`config.mk`:
```
export PLATFORM = sky130hd
export DESIGN_NAME = lvt_countdown_timer
export DESIGN_NICKNAME = d
export VERILOG_FILES = /design/src/rtl/lvt_timer_pkg.sv /design/src/rtl/ltmr_prescaler.sv /design/src/rtl/ltmr_regs.sv /design/src/rtl/ltmr_counter.sv /design/src/rtl/lvt_countdown_timer.sv
export SDC_FILE = /design/constraint.sdc
export NUM_CORES = 1
export LEC_CHECK = 0
export ABC_AREA = 0
export BUFFER_PORTS_ARGS = -buffer_cell sky130_fd_sc_hd__buf_2
export CORE_ASPECT_RATIO = 1.75
export CORE_UTILIZATION = 50
export CTS_CLUSTER_DIAMETER = 120
export CTS_CLUSTER_SIZE = 24
export DETAILED_ROUTE_END_ITERATION = 6
export GPL_ROUTABILITY_DRIVEN = 1
export PLACE_DENSITY_LB_ADDON = 0.05
export SLEW_MARGIN = 20
export SYNTH_ARGS = -nofsm -noshare
export SYNTH_HDL_FRONTEND = slang
export SYNTH_HIERARCHICAL = 1
export SYNTH_SLANG_ARGS = --single-unit
```
`constraint.sdc`:
```
create_clock -name clk -period 6.4 [get_ports clk]
set_input_delay 0.32 -clock clk [delete_from_list [all_inputs] [get_ports clk]]
set_output_delay 0.32 -clock clk [all_outputs]
set_load 0.01 [all_outputs]
```
`src/rtl/lvt_timer_pkg.sv`:
```
package lvt_timer_pkg;
  localparam int PRE_W   = 7;   // log2 of the largest divisor
  localparam int SHIFT_W = 3;
  localparam logic [11:0] OFS_ENTRY = 12'h320;
  localparam logic [11:0] OFS_START = 12'h380;
  localparam logic [11:0] OFS_COUNT = 12'h390;
  localparam logic [11:0] OFS_DIV   = 12'h3E0;
  localparam int BIT_MASK  = 16;
  localparam int BIT_PERIO = 17;
  localparam logic [3:0] DIV_RESET = 4'b0000;
endpackage

```
`src/rtl/ltmr_prescaler.sv`:
```
module ltmr_prescaler
  import lvt_timer_pkg::*;
(
  input  logic       clk,
  input  logic       rst,
  input  logic       clear,
  input  logic [3:0] div_code,
  output logic       tick
);
  logic [PRE_W-1:0]   pcnt;
  logic [PRE_W-1:0]   low_mask;
  logic [SHIFT_W-1:0] shift;

  // bits {3,1,0} plus one give log2 of the divisor, and 3'b111 wraps to 0 (divide by 1)
  assign shift = {div_code[3], div_code[1:0]} + SHIFT_W'(1);

  always_comb begin
    for (int i = 0; i < PRE_W; i++) begin
      low_mask[i] = (i < int'(shift));
    end
  end

  assign tick = &(pcnt | ~low_mask);

  always_ff @(posedge clk) begin
    if (rst || clear) pcnt <= '0;
    else              pcnt <= pcnt + PRE_W'(1);
  end

  assert_clear_restarts_R3: assert property (@(posedge clk) disable iff (rst)
    clear |=> (pcnt == '0));
  assert_unit_divide_ticks_R2: assert property (@(posedge clk) disable iff (rst)
    (div_code[3] && div_code[1:0] == 2'b11) |-> tick);
endmodule

```
`src/rtl/ltmr_regs.sv`:
```
module ltmr_regs
  import lvt_timer_pkg::*;
#(
  parameter int ADDR_W = 12,
  parameter int DATA_W = 32,
  parameter int CNT_W  = 32,
  parameter int VEC_W  = 8
) (
  input  logic              clk,
  input  logic              rst,
  input  logic              wr_en,
  input  logic              rd_en,
  input  logic [ADDR_W-1:0] addr,
  input  logic [DATA_W-1:0] wr_data,
  input  logic [CNT_W-1:0]  live_count,
  output logic [DATA_W-1:0] rd_data,
  output logic              load_stb,
  output logic [CNT_W-1:0]  load_val,
  output logic [CNT_W-1:0]  start_q,
  output logic [VEC_W-1:0]  vector_q,
  output logic              masked_q,
  output logic              periodic_q,
  output logic [3:0]        div_q
);
  logic hit_entry, hit_start, hit_count, hit_div;
  logic [DATA_W-1:0] rd_mux;

  assign hit_entry = (addr == ADDR_W'(OFS_ENTRY));
  assign hit_start = (addr == ADDR_W'(OFS_START));
  assign hit_count = (addr == ADDR_W'(OFS_COUNT));
  assign hit_div   = (addr == ADDR_W'(OFS_DIV));

  assign load_stb = wr_en && hit_start;
  assign load_val = wr_data[CNT_W-1:0];

  always_ff @(posedge clk) begin
    if (rst) begin
      start_q    <= '0;
      vector_q   <= '0;
      masked_q   <= 1'b1;
      periodic_q <= 1'b0;
      div_q      <= DIV_RESET;
    end else if (wr_en) begin
      if (hit_start) start_q <= load_val;
      if (hit_entry) begin
        vector_q   <= wr_data[VEC_W-1:0];
        masked_q   <= wr_data[BIT_MASK];
        periodic_q <= wr_data[BIT_PERIO];
      end
      if (hit_div) div_q <= {wr_data[3], 1'b0, wr_data[1:0]};
    end
  end

  always_comb begin
    rd_mux = '0;
    if (hit_entry) begin
      rd_mux[VEC_W-1:0] = vector_q;
      rd_mux[BIT_MASK]  = masked_q;
      rd_mux[BIT_PERIO] = periodic_q;
    end else if (hit_start) begin
      rd_mux[CNT_W-1:0] = start_q;
    end else if (hit_count) begin
      rd_mux[CNT_W-1:0] = live_count;
    end else if (hit_div) begin
      rd_mux[3:0] = div_q;
    end
  end

  always_ff @(posedge clk) begin
    if (rst)        rd_data <= '0;
    else if (rd_en) rd_data <= rd_mux;
  end

  assert_div_bit2_clear_R2: assert property (@(posedge clk) disable iff (rst)
    div_q[2] == 1'b0);
  assert_entry_write_R9: assert property (@(posedge clk) disable iff (rst)
    (wr_en && hit_entry) |=> (vector_q == $past(wr_data[VEC_W-1:0])));
endmodule

```
`src/rtl/ltmr_counter.sv`:
```
module ltmr_counter #(
  parameter int CNT_W = 32,
  parameter int VEC_W = 8
) (
  input  logic             clk,
  input  logic             rst,
  input  logic             load_stb,
  input  logic [CNT_W-1:0] load_val,
  input  logic [CNT_W-1:0] start_q,
  input  logic             tick,
  input  logic             masked,
  input  logic             periodic,
  input  logic [VEC_W-1:0] vector,
  output logic [CNT_W-1:0] count_q,
  output logic             irq_valid,
  output logic [VEC_W-1:0] irq_vector
);
  logic run_q;
  logic expire;

  assign expire = run_q && tick && (count_q == CNT_W'(1));

  always_ff @(posedge clk) begin
    if (rst) begin
      count_q    <= '0;
      run_q      <= 1'b0;
      irq_valid  <= 1'b0;
      irq_vector <= '0;
    end else begin
      irq_valid <= 1'b0;
      if (load_stb) begin
        count_q <= load_val;
        run_q   <= (load_val != '0);
      end else if (expire) begin
        irq_valid  <= !masked;
        irq_vector <= vector;
        if (periodic) begin
          count_q <= start_q;
        end else begin
          count_q <= '0;
          run_q   <= 1'b0;
        end
      end else if (run_q && tick) begin
        count_q <= count_q - CNT_W'(1);
      end
    end
  end

  assert_masked_silent_R7: assert property (@(posedge clk) disable iff (rst)
    irq_valid |-> !$past(masked));
  assert_irq_on_tick_R4: assert property (@(posedge clk) disable iff (rst)
    irq_valid |-> ($past(run_q) && $past(tick)));
  assert_idle_holds_R5: assert property (@(posedge clk) disable iff (rst)
    (!run_q && !load_stb) |=> (count_q == $past(count_q)));
  assert_step_down_R3: assert property (@(posedge clk) disable iff (rst)
    (run_q && tick && !load_stb && count_q > CNT_W'(1)) |=> (count_q == $past(count_q) - CNT_W'(1)));
  assert_zero_load_stops_R8: assert property (@(posedge clk) disable iff (rst)
    (load_stb && load_val == '0) |=> (!run_q && count_q == '0));
endmodule

```
`src/rtl/lvt_countdown_timer.sv`:
```
module lvt_countdown_timer #(
  parameter int ADDR_W = 12,
  parameter int DATA_W = 32,
  parameter int CNT_W  = 32,
  parameter int VEC_W  = 8
) (
  input  logic              clk,
  input  logic              rst,
  input  logic              wr_en,
  input  logic              rd_en,
  input  logic [ADDR_W-1:0] addr,
  input  logic [DATA_W-1:0] wr_data,
  output logic [DATA_W-1:0] rd_data,
  output logic              irq_valid,
  output logic [VEC_W-1:0]  irq_vector
);
  logic             load_stb, masked_q, periodic_q, tick;
  logic [CNT_W-1:0] load_val, start_q, count_q;
  logic [VEC_W-1:0] vector_q;
  logic [3:0]       div_q;

  ltmr_regs #(.ADDR_W(ADDR_W), .DATA_W(DATA_W), .CNT_W(CNT_W), .VEC_W(VEC_W)) u_regs (
    .clk(clk), .rst(rst), .wr_en(wr_en), .rd_en(rd_en), .addr(addr),
    .wr_data(wr_data), .live_count(count_q), .rd_data(rd_data),
    .load_stb(load_stb), .load_val(load_val), .start_q(start_q),
    .vector_q(vector_q), .masked_q(masked_q), .periodic_q(periodic_q), .div_q(div_q)
  );

  ltmr_prescaler u_pre (
    .clk(clk), .rst(rst), .clear(load_stb), .div_code(div_q), .tick(tick)
  );

  ltmr_counter #(.CNT_W(CNT_W), .VEC_W(VEC_W)) u_cnt (
    .clk(clk), .rst(rst), .load_stb(load_stb), .load_val(load_val),
    .start_q(start_q), .tick(tick), .masked(masked_q), .periodic(periodic_q),
    .vector(vector_q), .count_q(count_q), .irq_valid(irq_valid), .irq_vector(irq_vector)
  );
endmodule

```
* Yosys cells after proc, flatten, opt, wreduce, memory -nomap -nowiden *
Cells that the tools add are included.

word-level totals
  register bits = 126
  bits of input ports = 48
  logic and storage cells = 61

operators by class
  add/subtract/negate cells = 3
  order comparisons = 7
  eq/ne operators = 6
  mux-type cells = 15
  bitwise operators = 4
  reductions and logical operators = 15

operator list
  kind                                                       count
  two-way mux 32 bit                                         5
  equality test 12 x 10 -> 1 bit, second input constant      4
  equality test 32 x 1 -> 1 bit, second input constant       1
  nonzero test 32 bit                                        1
  subtractor 32 x 1 -> 32 bit, second input constant         1
  two-way mux 28 bit                                         1
  two-way mux 8 bit                                          2
  two-way mux 14 bit                                         1
  AND reduction 2 bit                                        5
  less-than comparator 3 bit, first input constant           3
  two-way mux 4 bit                                          2
  adder 7 x 1 -> 7 bit, second input constant                1
  NOT 7 bit                                                  1
  bitwise OR 7 bit                                           1
  AND reduction 7 bit                                        1
  less-than comparator 1 x 3 -> 1 bit, first input constant  2
  less-than comparator 2 x 3 -> 1 bit, first input constant  2
  adder 3 x 1 -> 3 bit, second input constant                1
  logical AND 1 bit                                          3
  two-way mux 1 bit                                          3
  nonzero test 3 bit                                         1
  OR reduction 3 bit                                         1
  two-way mux 2 bit                                          1
  inequality test 2 x 1 -> 1 bit, second input constant      1
  4 further kinds                                            5

* Logic depth before layout (Yosys ltp) *
  depth after elaboration = 9
  gate-level depth with buffers = 12
  mapped depth without buffers = 9

* Cells and area by module *
Netlist, hierarchy kept.

by module, submodules not included
  module          instances  cells an instance  area each (µm²)  sequential area each (µm²)
  ltmr_regs       1          374                3552.2           1541.5
  ltmr_counter    1          394                3024.2           840.8
  ltmr_prescaler  1          38                 334.1            140.1

* Worst setup path before layout *
Ideal clock, no wire load.

  path kind = input to register
  start = in addr[6]
  end = reg u_cnt.count_q[0]
  library setup time = 0.080 ns
  arrival time = 3.103 ns
  data required time = 6.320 ns
  path slack = 3.217 ns
  stages on the path = 11
  path through = buf_6 or4b_4 or4_1 buf_4 buf_6 inv_1 clkbuf_1 clkbuf_1 buf_1 a22oi_1 a211oi_2

on the way
  word-level cells in the longest chain between the ends = 3
  elaborated cells between the ends (all ways) = 4

RTL lines
  item                                                                line                       source
  start: declaration                                                  lvt_countdown_timer.sv:11  input logic [ADDR_W-1:0] addr,
  equality test 12 x 10 -> 1 bit *                                    ltmr_regs.sv:29            assign hit_start = (addr == ADDR_W'(OFS_START));
  logical AND 1 bit *                                                 ltmr_regs.sv:33            assign load_stb = wr_en && hit_start;
  via load_stb                                                        lvt_countdown_timer.sv:17  logic load_stb, masked_q, periodic_q, tick;
  nonzero test 3 bit (no line) or two-way mux 32 bit (tied branches)  --
  end signal: assignment                                              ltmr_counter.sv:32         count_q <= load_val;
  end signal: assignment                                              ltmr_counter.sv:38         count_q <= start_q;
  end signal: assignment                                              ltmr_counter.sv:44         count_q <= count_q - CNT_W'(1);
  end: declaration                                                    ltmr_counter.sv:14         output logic [CNT_W-1:0] count_q,

Mark *: on every way through the listed nets, which the timed path passes. The rest lies on a longest branch.
A chain may end at the register's enable or synchronous reset.

* Final worst setup path *
  start = in addr[4]
  end = reg u_cnt.count_q[21]

The elaborated chain is that of the path after synthesis.

==> flow_summary.toml <==
[pwr]
p_seq_share_pct = 42.4
sw_frac_of_total_pct = 23.8
switching_power_uw = 445
pwr-share-clk_pct = 51.8
p_leak_uw = 0.00335
p_per_area_mw_per_mm2 = 242
p_int_uw = 1420
vdd_drop_max_v = 0.000183
p_comb_share_pct = 5.8

[clocking]
htreeDepth = 4
hold_buffers = 0
cts_tree = "built"
clock_latency_ps = 410
clockRootBuffer = "clkbuf_16"
cts.sink_count = 126
ctsResizeCount = 0
cts_setup_buffers = 0
path_clk_slew_ps = 60
ctsLongestPathBuffers = 2
cts_inserted_buffers = 17

[critical_path]
criticalPathCategory = "in2reg"
end_kind = "flop"
cp_max_fo = 36
crit_path_start_kind = "primary input"
rrSetupSlack_ps = 2170
cp.arrival_ps = 4690
worstPathRequired_ps = 6700

[placement]
dp.final_hpwl_mm = 14.2
globalplace.congestion = 0.904
io_buffers = 88

[finish]
diodes = 0
syn2layout_area_growth_pct = 12.0
final_util_pct = 57.4
finalNetCount = 885
mostFrequentLayoutCell = "dfxtp_1"
final_cell_mix = "126 x dfxtp_1, 88 x buf_2, 86 x nor2_1"
drive_above_1_share_pct = 18.7
n_fill_cell = 1307

[floorplanning]
fp.dieH_um = 157
std_cell_rows = 56
io_pins = 89
die_w_um = 90.8
design.die.area_mm2 = 0.0143
start_util_pct = 51.3
design.core.area_mm2 = 0.0135

[sta]
skew_ps = 9.27
worstMarginPinSlew_ps = 1150
setup_tns_ps = 0
drv_slew = 0
hold_viol = 0
setup_viol = 0
slew_headroom_pct = 22.7
timing.fmax_mhz = 228
finalCritPeriodShare_pct = 68.6
post-route-min-period_ps = 4390
rsz0062_at_grt = "no"

[route]
drt-wirelength-per-cell_um = 20.1
drcViolationCount = 0
vias = 6267
drt_iter0_drc = 485
vias_per_cell = 6.15
drt_first_pass_iters = 5
wl_mm = 20.5
final_antenna_net_count = 0

[global_route]
grt_pass1_wl_mm = 32.1
grtUsageTotal_pct = 29.0
antenna_found_initial = 0
grt_remaining_overflow = 0
grt_max_degree = 55
grt_pass1_vias = 5957

[outcome]
outcome = "complete, no violations"

[yosys]
synthesis.area_mm2 = 0.00690
syn_inst = 804
yosys_warnings = 6
syn_nets = 856
synth.avg_cell_area_um2 = 8.58

[job]
cap_violations = 0

[hold_path]
hold_path.class = "in2reg"
## per-layer routing
| metal | up-vias | global-route usage (%) | part of all wire [%] |
|---|---|---|---|
| met3 | 60 | 5.07 | 4.9 |
| met5 | - | 0 | 0 |
| met4 | 0 | 14.7 | 4.1 |
| met1 | 2981 | 31.9 | 39 |
| met2 | 252 | 53.1 | 52 |
| li1 | 2974 | - | - |
## power by group through the flow
| stage | sequential, uW | combinational (uW) | clock [uW] |
|---|---|---|---|
| 2_1_floorplan | 808 | 82.1 | 0 |
| 3_3_place_gp | 809 | 106 | 0 |
| 3_5_place_dp | 809 | 108 | 0 |
| 4_1_cts | 792 | 108 | 983 |
| 5_1_grt | 792 | 117 | 1020 |
| 6_report | 792 | 109 | 966 |
## worst max-delay path: stages
cell and delay (ps):
buf_2 440, or4b_4 660, or4_2 950, inv_1 580, inv_2 360, nand2_1 660
a21oi_1 180, a31o_1 270, a22o_1 230
## path summary, 6_finish.rpt
check,endpoint,from,depth (start not counted)
worst max register to register,u_cnt/count_q[16],u_regs/div_q[0],9
worst min-delay path,u_regs/start_q[8],wr_data[8],3
worst max-delay path,u_cnt/count_q[21],addr[4],9
worst min register to register,u_regs/rd_data[23],u_regs/rd_data[23],2
## cell type report
| cell class | count | area [um2] | area share, % |
|---|---|---|---|
| Tap cell | 174 | 218 | 2.82 |
| Clock inverter | 12 | 139 | 1.80 |
| Inverter | 11 | 41.3 | 0.534 |
| Clock buffer | 19 | 453 | 5.86 |
| Sequential cell | 126 | 2520 | 32.6 |
| Multi-Input combinational cell | 581 | 3840 | 49.7 |
| Timing Repair Buffer | 96 | 513 | 6.64 |
## through the flow
stage | cell area (um2) | power, uW | hold slack [ps] | cells | setup slack [ps]
after floorplan | 6900 | 890 | 422 | 804 | 3220
after global placement | 7110 | 915 | 431 | 987 | 1440
after detailed placement | 7110 | 917 | 437 | 987 | 1250
after CTS | 7710 | 1880 | 162 | 1018 | 1680
after global routing | 7730 | 1930 | 169 | 1019 | 1860
final | 7730 | 1870 | 177 | 1019 | 2010
## sequential cells by signal, summed over array words and instances, names as in the netlist
name               cells
u_cnt/run_q            1
u_cnt/irq_valid        1
u_regs/vector_q        8
u_regs/rd_data        32
u_regs/periodic_q      1
u_cnt/irq_vector       8
u_regs/start_q        32
u_cnt/count_q         32
u_regs/masked_q        1
u_pre/pcnt             7
u_regs/div_q           3
(Power assumes the default switching activity.)
